===== src/rtl/lsa_pkg.sv =====
package lsa_pkg;

  localparam int DW    = 32;
  localparam int LANES = DW / 8;

  localparam logic [1:0] SZ_BYTE = 2'b00;
  localparam logic [1:0] SZ_HALF = 2'b01;

  // Offset with the bits forbidden by the size forced to zero
  function automatic logic [1:0] fix_offset(input logic [1:0] sz, input logic [1:0] off);
    case (sz)
      SZ_BYTE: fix_offset = off;
      SZ_HALF: fix_offset = {off[1], 1'b0};
      default: fix_offset = 2'b00;
    endcase
  endfunction

  // Lowest data lane the access occupies
  function automatic logic [1:0] low_lane(input logic [1:0] sz, input logic [1:0] off,
                                          input logic be_mode);
    case (sz)
      SZ_BYTE: low_lane = be_mode ? (2'd3 - off) : off;
      SZ_HALF: low_lane = be_mode ? (2'd2 - off) : off;
      default: low_lane = 2'd0;
    endcase
  endfunction

  function automatic logic [LANES-1:0] lane_mask(input logic [1:0] sz, input logic [1:0] lane);
    case (sz)
      SZ_BYTE: lane_mask = 4'b0001 << lane;
      SZ_HALF: lane_mask = 4'b0011 << lane;
      default: lane_mask = 4'b1111;
    endcase
  endfunction

  function automatic logic [DW-1:0] place_data(input logic [1:0] sz, input logic [1:0] lane,
                                               input logic [DW-1:0] w);
    case (sz)
      SZ_BYTE: place_data = {24'b0, w[7:0]}  << {lane, 3'b000};
      SZ_HALF: place_data = {16'b0, w[15:0]} << {lane, 3'b000};
      default: place_data = w;
    endcase
  endfunction

  function automatic logic is_misaligned(input logic [1:0] sz, input logic [1:0] off);
    case (sz)
      SZ_BYTE: is_misaligned = 1'b0;
      SZ_HALF: is_misaligned = off[0];
      default: is_misaligned = |off;
    endcase
  endfunction

  function automatic logic [DW-1:0] extract(input logic [1:0] sz, input logic [1:0] lane,
                                            input logic [DW-1:0] w, input logic sgn);
    logic [DW-1:0] sh;
    sh = w >> {lane, 3'b000};
    case (sz)
      SZ_BYTE: extract = {{24{sgn & sh[7]}}, sh[7:0]};
      SZ_HALF: extract = {{16{sgn & sh[15]}}, sh[15:0]};
      default: extract = w;
    endcase
  endfunction

endpackage


===== src/rtl/lsa_store_path.sv =====
module lsa_store_path
  import lsa_pkg::*;
#(
  parameter int ADDR_W = 32
) (
  input  logic [ADDR_W-1:0] addr,
  input  logic [1:0]        size,
  input  logic              store,
  input  logic [DW-1:0]     wdata,
  input  logic              be_mode,
  output logic [ADDR_W-1:0] word_addr,
  output logic [1:0]        boff,
  output logic [LANES-1:0]  lane_en,
  output logic [DW-1:0]     lane_data,
  output logic              mis_store
);
  logic [1:0] lane_lo;
  logic       off_bad;

  assign boff      = fix_offset(size, addr[1:0]);
  assign lane_lo   = low_lane(size, boff, be_mode);
  assign off_bad   = is_misaligned(size, addr[1:0]);
  assign word_addr = {addr[ADDR_W-1:2], 2'b00};
  assign lane_en   = store ? lane_mask(size, lane_lo) : '0;
  assign lane_data = store ? place_data(size, lane_lo, wdata) : '0;
  assign mis_store = store & off_bad;
endmodule


===== src/rtl/lsa_load_path.sv =====
module lsa_load_path
  import lsa_pkg::*;
(
  input  logic [DW-1:0] word,
  input  logic [1:0]    size,
  input  logic [1:0]    off,
  input  logic          sgn,
  input  logic          be_mode,
  output logic [DW-1:0] result
);
  logic [1:0] off_fixed;
  logic [1:0] lane_lo;

  assign off_fixed = fix_offset(size, off);
  assign lane_lo   = low_lane(size, off_fixed, be_mode);
  assign result    = extract(size, lane_lo, word, sgn);
endmodule


===== src/rtl/lsa_bank_cmp.sv =====
module lsa_bank_cmp #(
  parameter int ADDR_W   = 32,
  parameter int BANK_LSB = 2,
  parameter int BANK_W   = 3
) (
  input  logic              a_v,
  input  logic [ADDR_W-1:0] a_addr,
  input  logic              b_v,
  input  logic [ADDR_W-1:0] b_addr,
  output logic              clash
);
  localparam int BANK_MSB = BANK_LSB + BANK_W - 1;
  logic same_bank;

  assign same_bank = (a_addr[BANK_MSB:BANK_LSB] == b_addr[BANK_MSB:BANK_LSB]);
  assign clash     = a_v & b_v & same_bank;
endmodule


===== src/rtl/lsu_lane_steer.sv =====
module lsu_lane_steer
  import lsa_pkg::*;
#(
  parameter int ADDR_W   = 32,
  parameter int BANK_LSB = 2,
  parameter int BANK_W   = 3
) (
  input  logic              clk,
  input  logic              rst_n,
  input  logic              big_endian,
  input  logic              a_valid,
  input  logic [ADDR_W-1:0] a_addr,
  input  logic [1:0]        a_size,
  input  logic              a_store,
  input  logic [DW-1:0]     a_wdata,
  input  logic              b_valid,
  input  logic [ADDR_W-1:0] b_addr,
  input  logic              rd_valid,
  input  logic [DW-1:0]     rd_word,
  input  logic [1:0]        rd_size,
  input  logic [1:0]        rd_off,
  input  logic              rd_signed,
  output logic              q_valid,
  output logic [ADDR_W-1:0] q_addr,
  output logic [1:0]        q_boff,
  output logic [LANES-1:0]  q_be,
  output logic [DW-1:0]     q_wdata,
  output logic              q_mis_store,
  output logic              bank_conflict,
  output logic              ld_valid,
  output logic [DW-1:0]     ld_data
);
  localparam int BANK_MSB = BANK_LSB + BANK_W - 1;

  // Named internal events
  logic [ADDR_W-1:0] st_addr;
  logic [1:0]        st_boff;
  logic [LANES-1:0]  st_en;
  logic [DW-1:0]     st_data;
  logic              st_mis;
  logic              clash_now;
  logic [DW-1:0]     ld_now;

  lsa_store_path #(.ADDR_W(ADDR_W)) u_store (
    .addr(a_addr), .size(a_size), .store(a_store), .wdata(a_wdata),
    .be_mode(big_endian), .word_addr(st_addr), .boff(st_boff),
    .lane_en(st_en), .lane_data(st_data), .mis_store(st_mis)
  );

  lsa_load_path u_load (
    .word(rd_word), .size(rd_size), .off(rd_off), .sgn(rd_signed),
    .be_mode(big_endian), .result(ld_now)
  );

  lsa_bank_cmp #(.ADDR_W(ADDR_W), .BANK_LSB(BANK_LSB), .BANK_W(BANK_W)) u_bank (
    .a_v(a_valid), .a_addr(a_addr), .b_v(b_valid), .b_addr(b_addr), .clash(clash_now)
  );

  always_ff @(posedge clk or negedge rst_n) begin
    if (!rst_n) begin
      q_valid       <= 1'b0;
      q_addr        <= '0;
      q_boff        <= '0;
      q_be          <= '0;
      q_wdata       <= '0;
      q_mis_store   <= 1'b0;
      bank_conflict <= 1'b0;
      ld_valid      <= 1'b0;
      ld_data       <= '0;
    end else begin
      q_valid       <= a_valid;
      q_addr        <= a_valid ? st_addr : '0;
      q_boff        <= a_valid ? st_boff : '0;
      q_be          <= a_valid ? st_en   : '0;
      q_wdata       <= a_valid ? st_data : '0;
      q_mis_store   <= a_valid & st_mis;
      bank_conflict <= clash_now;
      ld_valid      <= rd_valid;
      ld_data       <= rd_valid ? ld_now : '0;
    end
  end

  AST_ADDR_WORD_ALIGNED: assert property (@(posedge clk) disable iff (!rst_n)
    q_valid |-> q_addr[1:0] == 2'b00);
  AST_ADDR_TRACKS: assert property (@(posedge clk) disable iff (!rst_n)
    a_valid |=> q_addr[ADDR_W-1:2] == $past(a_addr[ADDR_W-1:2]));
  AST_LANE_WIDTH: assert property (@(posedge clk) disable iff (!rst_n)
    (q_be != '0) |-> ($countones(q_be) == 1 || $countones(q_be) == 2 || $countones(q_be) == 4));
  AST_NO_LANES_ON_LOAD: assert property (@(posedge clk) disable iff (!rst_n)
    (a_valid && !a_store) |=> (q_be == '0 && q_wdata == '0));
  AST_WORD_STORE_FULL: assert property (@(posedge clk) disable iff (!rst_n)
    (a_valid && a_store && a_size[1]) |=> q_be == 4'hF);
  AST_MIS_NEEDS_STORE: assert property (@(posedge clk) disable iff (!rst_n)
    !(a_valid && a_store) |=> !q_mis_store);
  AST_UNSIGNED_BYTE_ZEXT: assert property (@(posedge clk) disable iff (!rst_n)
    (rd_valid && !rd_signed && rd_size == SZ_BYTE) |=> ld_data[DW-1:8] == '0);
  AST_BANK_RAISE: assert property (@(posedge clk) disable iff (!rst_n)
    (a_valid && b_valid && a_addr[BANK_MSB:BANK_LSB] == b_addr[BANK_MSB:BANK_LSB]) |=> bank_conflict);
  AST_BANK_QUIET: assert property (@(posedge clk) disable iff (!rst_n)
    !(a_valid && b_valid) |=> !bank_conflict);
  AST_VALID_LATENCY: assert property (@(posedge clk) disable iff (!rst_n)
    a_valid |=> q_valid);

endmodule


===== config.mk =====
export PLATFORM = sky130hd
export DESIGN_NAME = lsu_lane_steer
export DESIGN_NICKNAME = d
export VERILOG_FILES = /design/src/rtl/lsa_pkg.sv /design/src/rtl/lsa_store_path.sv /design/src/rtl/lsa_load_path.sv /design/src/rtl/lsa_bank_cmp.sv /design/src/rtl/lsu_lane_steer.sv
export SDC_FILE = /design/constraint.sdc
export NUM_CORES = 1
export LEC_CHECK = 0
export ABC_CLOCK_PERIOD_IN_PS = 800
export BUFFER_PORTS_ARGS = -buffer_cell sky130_fd_sc_hd__buf_4
export CORE_ASPECT_RATIO = 2
export CORE_MARGIN = 2
export CORE_UTILIZATION = 44
export DETAILED_ROUTE_END_ITERATION = 10
export GPL_TIMING_DRIVEN = 0
export PLACE_DENSITY = 0.83
export SLEW_MARGIN = 40
export SYNTH_ARGS = -nofsm -noshare
export SYNTH_HDL_FRONTEND = slang
export SYNTH_SLANG_ARGS = --single-unit

===== constraint.sdc =====
create_clock -name clk -period 0.8 [get_ports clk]
set_input_delay 0.12 -clock clk [delete_from_list [all_inputs] [get_ports clk]]
set_output_delay 0.12 -clock clk [all_outputs]
set_load 0.01 [all_outputs]

Word level (Yosys, flattened, before mapping) --
Cells that the tools add are included. Widths: inputs -> output; s select.
Storage, ports and cells: register bits after elaboration 106, bits of input ports 142, logic and storage cells 49
Cells by class: add/sub/neg operators 4, equality and inequality tests 3, shift-type cells 5, multiplexer cells 19, bitwise gates (word level) 6, reduce and logical (&&, ||, !) cells 3
Operator list (number):
- $mux 32 | 4
- $pmux 32 s2 | 2
- $shl 16x5->32 | 1
- $shl 8x5->32 | 1
- $shr 32x5->16 | 1
- $pmux 2 s2 | 4
- $mux 2 | 5
- $mux 4 | 2
- $pmux 4 s2 | 1
- $sub 2x2->2 const A | 4
- $and 1x1->1 | 6
- $eq 2x1->1 const B | 2
- $logic_not 2->1 | 2
- $shl 1x2->4 const A | 1
- $shl 2x2->4 const A | 1
- $eq 3x3->1 | 1
- $pmux 1 s2 | 1
- $reduce_or 2->1 | 1

Longest topological paths before layout --
Gate-level depths: netlist of the first run.
depth in word-level cells 9, mapped depth 8

By module --
From an unflattened synthesis of the first run, not the netlist that was laid out.
Unflattened totals: cells, all modules 494, area total of the unflattened synthesis 5245.0 µm²
By module, submodules not included:
- lsu_lane_steer | times used 1, cells an instance 219, area each 3435.8 µm²
- lsa_store_path | times used 1, cells an instance 152, area each 1024.7 µm²
- lsa_load_path | times used 1, cells an instance 118, area each 742.0 µm²
- lsa_bank_cmp | times used 1, cells an instance 5, area each 42.5 µm²

Least setup slack after synthesis of the first run --
No wires, ideal clock.
path type input to register, start point in rd_size[0], end point reg ld_data[12], arrival 1537 ps, setup slack -866 ps, cell stages on the path 7, path buffers 2, cell sequence buf_2 -> or4b_2 -> o211ai_1 -> o2bb2a_4 -> o211ai_2 -> buf_2 -> nand3_1
Between the ends: word-level cells in the longest chain between the ends 9, elaborated cells on any way between the ends 12, classes of those cells add/sub (2); eq/ne (1); shift (1); mux (6); bitwise (1); reduce/logical (1)
RTL lines:
- start, declared | line lsu_lane_steer.sv:20 | input logic [1:0] rd_size,
- $eq 2x1->1 / $logic_not 2->1 (equally long branches) | line lsa_pkg.sv:11, lsa_pkg.sv:21, lsa_pkg.sv:57
- $pmux 2 s2 | line lsa_pkg.sv:11 | case (sz)
- $sub 2x2->2, on equally long branches | line lsa_pkg.sv:23, lsa_pkg.sv:22
- $mux 2, on equally long branches | line lsa_pkg.sv:23, lsa_pkg.sv:22
- $pmux 2 s2 | line lsa_pkg.sv:21 | case (sz)
- $shr 32x5->16 | line lsa_pkg.sv:56 | sh = w >> {lane, 3'b000};
- $and 1x1->1 | line lsa_pkg.sv:58 | SZ_BYTE: extract = {{24{sgn & sh[7]}}, sh[7:0]};
- $pmux 32 s2 (*) | line lsa_pkg.sv:57 | case (sz)
- $mux 32 (*) | line lsu_lane_steer.sv:79 | ld_data <= rd_valid ? ld_now : '0;
- end signal, assigned | line lsu_lane_steer.sv:79
- end, declared | line lsu_lane_steer.sv:31 | output logic [DW-1:0] ld_data
Mark *: on every way between the ends. The rest lies on a longest branch, timed or not.

Worst setup path after layout of the first run --
start point in big_endian, end point reg q_wdata[25]
Between the ends: word-level cells in the longest chain between the ends 6, elaborated cells on any way between the ends 8, classes of those cells shift (2); mux (6)
RTL lines:
- start, declared | line lsu_lane_steer.sv:10 | input logic big_endian,
- $mux 2, on equally long branches | line lsa_pkg.sv:23, lsa_pkg.sv:22
- $pmux 2 s2 (*) | line lsa_pkg.sv:21
- $shl 16x5->32 / $shl 8x5->32 (equally long branches) | line lsa_pkg.sv:40, lsa_pkg.sv:39
- $pmux 32 s2 (*) | line lsa_pkg.sv:38 | case (sz)
- $mux 32 (*) | line lsa_store_path.sv:25 | assign lane_data = store ? place_data(size, lane_lo, wdata) : '0;
- $mux 32 (*) | line lsu_lane_steer.sv:75 | q_wdata <= a_valid ? st_data : '0;
- end signal, assigned | line lsu_lane_steer.sv:75
- end, declared | line lsu_lane_steer.sv:27 | output logic [DW-1:0] q_wdata,
Marked as above.

==> Implementation_results.wiki, run 1 <==
{| class="wikitable"
! Metric !! Value
|-
| Clock Path Buffers || 2
|-
| Number of synthesized register bits || 104
|-
| Fill cell count || 423
|-
| Crit path DAT || 1.60 ns
|-
| Total GRT Usage || 0.325
|-
| Via count of the first global-routing pass || 4655
|-
| Antenna violations before repair || 0
|-
| Post-Syn Area per Cell || 11.0 um2
|-
| Worst path most repeated cell || buf_6
|-
| Final worst setup slack || -0.546 ns
|-
| DP Area || 6180 um2
|-
| Width of the die || 73.7 um
|-
| Starting utilization of the core area || 0.455
|-
| Largest voltage drop on the vdd net || 1540 uV
|-
| Pwr per Cell Area || 1640 nW/um2
|-
| Layout Nets || 819
|-
| Proportion of layout cells with a drive suffix above 1 || 0.570
|-
| Number of top-level pins || 248
|-
| Area share of the leading cell type in the synthesized netlist || 0.609
|-
| Overall overflow remaining after global route || 0
|-
| Final routed DRC violation total || 0
|-
| Post-synth EDFFs || 0
|-
| Die area || 10600 um2
|-
| Final instance area || 7990 um2
|-
| Kind of start point of the critical path || input pin
|-
| Warnings, synthesis || 0
|-
| Final count of negative-setup-slack endpoints || 173
|-
| Maximum number of pins on one net before global-route repair || 105
|-
| Highest fanout seen on the critical path || 6
|-
| Endpoint type of the worst setup path || register
|-
| Clock sink total || 104
|-
| Number of H-tree branching levels || 3
|-
| Max-slew headroom at the worst pin || 0.501
|-
| Worst Hold Slack || -0.339 ns
|-
| Highest attainable clock frequency || 743 MHz
|-
| Post-synthesis sequential area ratio || 0.609
|-
| Library cells used by synthesis || 44
|-
| Seq. cell area || 2600 um2
|-
| # diodes || 0
|-
| Post-synth ARST share || 1.00
|-
| Max Cap Violations || 0
|-
| Number of search-and-repair iterations in the first detailed-routing pass || 5
|-
| Clock transition at path regs || 0.07 ns
|-
| Number of clock buffers inserted by TritonCTS || 9
|-
| Cell area after synthesis || 4270 um2
|-
| Half-perimeter wire length after placement || 10800 um
|-
| Result of the run || finished with violations
|-
| Actual slew at the worst max-slew pin || 0.748 ns
|-
| Maximum single-stage delay on the critical path || 0.29 ns
|-
| Gate count of the mapped netlist || 387
|-
| Sum of routed wire length over all layers || 19100 um
|-
| Drt via density || 5.87
|-
| Vertical die dimension || 143 um
|-
| Hold Path Class || input pin to asynchronous set/reset pin
|-
| Initial detailed-routing violation count || 362
|-
| Cell chosen for the clock root || clkbuf_16
|-
| Required time worst endpoint || 1.05 ns
|-
| Wire length per cell after detailed routing || 24.3 um
|-
| Post-detailed-route count of antenna-violating nets || 0
|-
| Multi-input logic area || 2080 um2
|-
| Global-route wire length before repair || 25300 um
|-
| DR vias || 4615
|-
| Share of the clock period used by the worst path || 1.68
|-
| Pins over their slew limit || 0
|-
| Area delta synth->final || 87.0%
|-
| Leakage power of the design || 3.90 nW
|-
| Count of endpoints failing hold in the final timing report || 44
|-
| Critical-path cell with the highest stage delay || nor2b_2
|-
| Classification of the worst setup path || input pin to register
|-
| Input/output buffers || 214
|-
| Area of the core region || 9380 um2
|-
| Final critical-path required period || 1.35 ns
|-
| Number of placement rows || 50
|-
| Setup repair after global routing missed its margin || true
|-
| Placer Congestion || 0.951
|-
| Top_reg_cell synth || dfrtp_1
|-
| Synth area leaders || dfrtp_1, and2_1, nand2_1
|-
| Ordered cell list for the critical path || buf_12 -> buf_8 -> xnor2_4 -> nor3_4 -> buf_6 -> buf_6 -> a22oi_2 -> o21ai_1 -> nor2b_2
|-
| Total power draw || 0.0131 W
|-
| Violations in the final reports || hold timing, setup timing
|-
| Cell type with the highest aggregate area in the netlist || dfrtp_1
|-
| Clock tree from TritonCTS || built
|}
## per-layer routing
metal  GRT usage  up-vias  routed length [um]
li1            -     1927                   -
met2       0.606      356               10600
met3      0.0617      104                1420
met1       0.333     2228                5890
met5           0        -                   0
met4       0.158        0                1240
## where the power goes
| group | internal, W | switching (W) | leakage [nW] | total [W] |
|---|---|---|---|---|
| Sequential | 0.00553 | 0.000152 | 1.38 | 0.00568 |
| Clock | 0.00221 | 0.00208 | 0.135 | 0.00428 |
| Combinational | 0.00165 | 0.00151 | 2.39 | 0.00316 |
| Total | 0.00938 | 0.00374 | 3.90 | 0.0131 |
## stage by stage
step	hold WS, ns	utilization	worst slack [ns]	setup TNS [ns]	std cells
after global routing	-0.328	0.851	-0.612	-46.41	786
after floorplan	-0.176	-	-0.823	-34.68	388
after CTS	-0.158	0.811	-0.503	-35.97	774
after detailed placement	0.212	0.658	-1.23	-63.81	706
final	-0.339	0.851	-0.546	-42.05	786
after global placement	0.241	0.658	-1.21	-106.49	706
## synthesized netlist by cell type (3+ instances only)
master	count
nor3_1	6
nor2_1	15
buf_2	5
xnor2_1	4
buf_4	4
dfrtp_1	104
clkbuf_1	16
and2_1	40
a21oi_1	26
inv_1	6
mux2_2	5
nand2_1	59
o21ai_0	11
a31oi_1	7
nor2b_1	8
nand3_1	11
xor2_1	3
a22oi_1	15
o221ai_1	15
## registers in the layout, indices dropped and copies added (netlist names)
signal / cells
ld_data: 32
q_be: 4
ld_valid: 1
q_wdata: 32
q_mis_store: 1
q_boff: 2
q_addr: 30
q_valid: 1
bank_conflict: 1
## kinds of logic after synthesis
logic type             after synthesis  share of synthesized area
other                                1                   0.000878
AO/OA/AOI/OAI                       86                      0.143
XOR/XNOR                             7                     0.0144
AND/OR/NAND/NOR                    149                      0.176
flip-flops                         104                      0.609
buffers and inverters               33                     0.0357
multiplexers                         7                     0.0202
## layout by cell type (no fill, tap or decap), drive strengths merged, types with 2 or more instances in the layout
cell type    instances
buf                256
dfrtp              104
nand2               60
and2                40
dlygate4sd3         28
a21oi               27
clkbuf              27
nor2                17
a22oi               15
o221ai              15
nand3               12
o21ai               11
a31oi                8
nor2b                8
inv                  7
mux2                 7
nor3                 7
xnor2                4
xor2                 3
clkinv               3
or4b                 2
conb                 2
clkinvlp             2
a221oi               2
o211ai               2
## worst max-delay path, delay by kind of cell
kind | cells | cell delay [ns]
compound gates | 2 | 0.30
buf+inv | 4 | 0.50
xor+xnor | 1 | 0.12
simple gates | 2 | 0.54
## final cells by class
cell class	count	share of cell area
flip-flops and latches	104	0.326
well taps	104	0.0163
plain buffers	25	0.0244
inverters	6	0.00282
multi-input cells	255	0.261
clock buffers	10	0.0299
clock inverters	6	0.00533
repair buffers	276	0.335
## timing repair
item                                   CTS  global route
setup buffers                           19            11
pin swaps                               20            27
gates cloned                             7             0
hold buffers                            27             1
endpoints found under the hold margin  131            45
setup endpoints to repair              190           186
resized for setup                      165            69
## final timing paths
check / from / end / slack, ns / cells past startpoint
min in group clk: a_addr[20] / q_addr[20]$_DFF_PN0_ / 0.01 / 2
worst max-delay path: big_endian / q_wdata[25]$_DFF_PN0_ / -0.55 / 9
worst min-delay path: rst_n / q_be[0]$_DFF_PN0_ / -0.34 / 1
max in group asynchronous: rst_n / q_addr[9]$_DFF_PN0_ / 0.51 / 2
Note: power is estimated with default switching activity, not from simulation.
==> run 2: changes to the inputs <==
--- a/config.mk
+++ b/config.mk
@@ -8,7 +8,6 @@
 export ABC_CLOCK_PERIOD_IN_PS = 800
 export BUFFER_PORTS_ARGS = -buffer_cell sky130_fd_sc_hd__buf_4
 export CORE_ASPECT_RATIO = 2
-export CORE_MARGIN = 2
 export CORE_UTILIZATION = 44
 export DETAILED_ROUTE_END_ITERATION = 10
 export GPL_TIMING_DRIVEN = 0
==> Implementation_results.wiki, run 2 (same netlist as run 1, synthesis figures left out) <==
{| class="wikitable"
! Metric !! Value
|-
| # diodes || 0 (unchanged)
|-
| Worst path most repeated cell || buf_6 (unchanged)
|-
| Critical-path cell with the highest stage delay || or4b_4 (was nor2b_2)
|-
| Worst Hold Slack || -0.368 ns (was -0.339 ns)
|-
| Amount of wire on met2 after detailed routing || 10400 um (was 10600 um)
|-
| Die area || 10100 um2 (was 10600 um2)
|-
| Clock tree from TritonCTS || built (unchanged)
|-
| Max Cap Violations || 0 (unchanged)
|-
| Violations in the final reports || hold timing, setup timing (unchanged)
|-
| Share of the clock period used by the worst path || 1.71 (was 1.68)
|-
| Number of top-level pins || 248 (unchanged)
|-
| Final worst setup slack || -0.571 ns (was -0.546 ns)
|-
| Final instance area || 7890 um2 (was 7990 um2)
|-
| Launch point of the worst path || rd_size[0] (was big_endian)
|-
| Antenna violations before repair || 1 (was 0)
|-
| DP Area || 6180 um2 (unchanged)
|-
| Total power draw || 0.0135 W (was 0.0131 W)
|-
| Highest fanout seen on the critical path || 7 (was 6)
|-
| Cell family with the largest share of critical-path delay || simple AND/OR/NAND/NOR gates (unchanged)
|-
| Classification of the worst setup path || input pin to register (unchanged)
|-
| Initial detailed-routing violation count || 489 (was 362)
|-
| Input/output buffers || 214 (unchanged)
|-
| Leakage power of the design || 3.87 nW (was 3.90 nW)
|-
| Combined buffer and inverter count along the critical path || 3 (was 4)
|-
| Highest attainable clock frequency || 729 MHz (was 743 MHz)
|-
| Number of placement rows || 50 (unchanged)
|-
| Number of buffers added to fix hold violations after cts || 27 (unchanged)
|-
| Area delta synth->final || 84.8% (was 87.0%)
|-
| Total GRT Usage || 0.335 (was 0.325)
|-
| Count of endpoints failing hold in the final timing report || 59 (was 44)
|-
| Via count of the first global-routing pass || 4776 (was 4655)
|-
| Placer Congestion || 1.02 (was 0.951)
|-
| Starting utilization of the core area || 0.455 (unchanged)
|-
| Largest voltage drop on the vdd net || 1190 uV (was 1540 uV)
|-
| Number of H-tree branching levels || 3 (unchanged)
|-
| Largest registers || ld_data (32), q_wdata (32), q_addr (30) (unchanged)
|-
| Overall overflow remaining after global route || 0 (unchanged)
|-
| Maximum single-stage delay on the critical path || 0.48 ns (was 0.29 ns)
|-
| Number of clock buffers inserted by TritonCTS || 9 (unchanged)
|-
| Vertical die dimension || 141 um (was 143 um)
|-
| Width of the die || 71.7 um (was 73.7 um)
|-
| Actual slew at the worst max-slew pin || 0.678 ns (was 0.748 ns)
|-
| Final critical-path required period || 1.37 ns (was 1.35 ns)
|-
| Wire length per cell after detailed routing || 24.4 um (was 24.3 um)
|-
| DR vias || 4661 (was 4615)
|-
| Endpoint type of the worst setup path || register (unchanged)
|-
| Pwr per Cell Area || 1710 nW/um2 (was 1640 nW/um2)
|-
| Most frequent cells in the layout || buf_4, buf_6, dfrtp_1 (unchanged)
|-
| Hold Path Class || input pin to asynchronous set/reset pin (unchanged)
|-
| Most common cell after layout, fill and taps aside || buf_4 (unchanged)
|-
| Maximum number of pins on one net before global-route repair || 105 (unchanged)
|-
| Result of the run || finished with violations (unchanged)
|-
| Total met3 wirelength after detailed routing || 1660 um (was 1420 um)
|-
| Post-detailed-route count of antenna-violating nets || 0 (unchanged)
|-
| Clock Path Buffers || 2 (unchanged)
|-
| Ordered cell list for the critical path || buf_6 -> buf_6 -> or4b_4 -> o211ai_1 -> o2bb2a_4 -> o211ai_4 -> buf_6 -> nand3_4 (was buf_12 -> buf_8 -> xnor2_4 -> nor3_4 -> buf_6 -> buf_6 -> a22oi_2 -> o21ai_1 -> nor2b_2)
|-
| Wl on met1 || 5820 um (was 5890 um)
|-
| Max-slew headroom at the worst pin || 0.548 (was 0.501)
|-
| Drt via density || 5.94 (was 5.87)
|-
| Cell chosen for the clock root || clkbuf_16 (unchanged)
|-
| Global-route wire length before repair || 25200 um (was 25300 um)
|-
| Clock transition at path regs || 0.08 ns (was 0.07 ns)
|-
| Kind of start point of the critical path || input pin (unchanged)
|-
| Number of search-and-repair iterations in the first detailed-routing pass || 6 (was 5)
|-
| Sum of routed wire length over all layers || 19200 um (was 19100 um)
|-
| Crit path DAT || 1.59 ns (was 1.60 ns)
|-
| Layout Nets || 818 (was 819)
|-
| Top layer in use || met5 (was met4)
|-
| Final count of negative-setup-slack endpoints || 172 (was 173)
|-
| Setup repair after global routing missed its margin || true (unchanged)
|-
| Final routed DRC violation total || 0 (unchanged)
|-
| Area of the core region || 9380 um2 (unchanged)
|-
| Half-perimeter wire length after placement || 10500 um (was 10800 um)
|-
| Clock sink total || 104 (unchanged)
|-
| Stages on worst setup path || 8 (was 9)
|-
| Required time worst endpoint || 1.02 ns (was 1.05 ns)
|-
| Proportion of layout cells with a drive suffix above 1 || 0.548 (was 0.570)
|-
| Pins over their slew limit || 0 (unchanged)
|}
run 2: cell types whose count changed in the layout (fill, tap and decap cells not counted), sizes merged:
cell	delta
buf	+8
bufinv	+1
clkbuf	-5
clkinv	-1
clkinvlp	-1
dlygate4sd3	-1
inv	+1
nand2	-1
nand3	-1
nor2	-1
run 2: cell type report:
class,count,area (um2)
repair buffers,278,2670
flip-flops and latches,104,2600
multi-input cells,252,1970
fillers,428,1490
clock buffers,10,239
plain buffers,25,183
well taps,104,130
clock inverters,6,75.1
inverters,6,22.5
run 2: final timing paths:
check	to	slack, ns
worst min-delay path	q_wdata[22]$_DFF_PN0_	-0.37
worst max-delay path	ld_data[15]$_DFF_PN0_	-0.57
min in group clk	ld_data[28]$_DFF_PN0_	0.01
max in group asynchronous	ld_data[18]$_DFF_PN0_	0.52
run 2: stage by stage:
| step | util | hold slack [ns] | setup slack [ns] | TNS, ns | std cells |
|---|---|---|---|---|---|
| 3_3_place_gp | 0.658 | 0.242 | -1.15 | -102.27 | 706 |
| 6_report | 0.841 | -0.368 | -0.571 | -44.56 | 785 |
| 3_5_place_dp | 0.658 | 0.210 | -1.22 | -64.52 | 706 |
| 4_1_cts | 0.810 | -0.161 | -0.526 | -38.36 | 771 |
| 2_1_floorplan | - | -0.176 | -0.823 | -34.68 | 388 |
| 5_1_grt | 0.841 | -0.354 | -0.597 | -48.80 | 785 |
run 2: where the power goes:
part / switching (W) / total [W] / internal [W]
clock: 0.00214 / 0.00470 / 0.00256
combinational: 0.00147 / 0.00310 / 0.00162
sequential: 0.000161 / 0.00569 / 0.00553
run 2: what timing repair did:
item / CTS / global route
gates resized for setup: 159 / 52
setup endpoints to repair: 194 / 173
endpoints found under the hold margin: 131 / 37
gates cloned: 3 / 0
pin swaps: 26 / 19
setup buffers: 20 / 15
run 2: metal layers:
layer | GRT usage | vias up
met5 | 0 | -
met4 | 0.204 | 2
met3 | 0.0611 | 121
met2 | 0.639 | 368
met1 | 0.318 | 2255
li1 | - | 1915
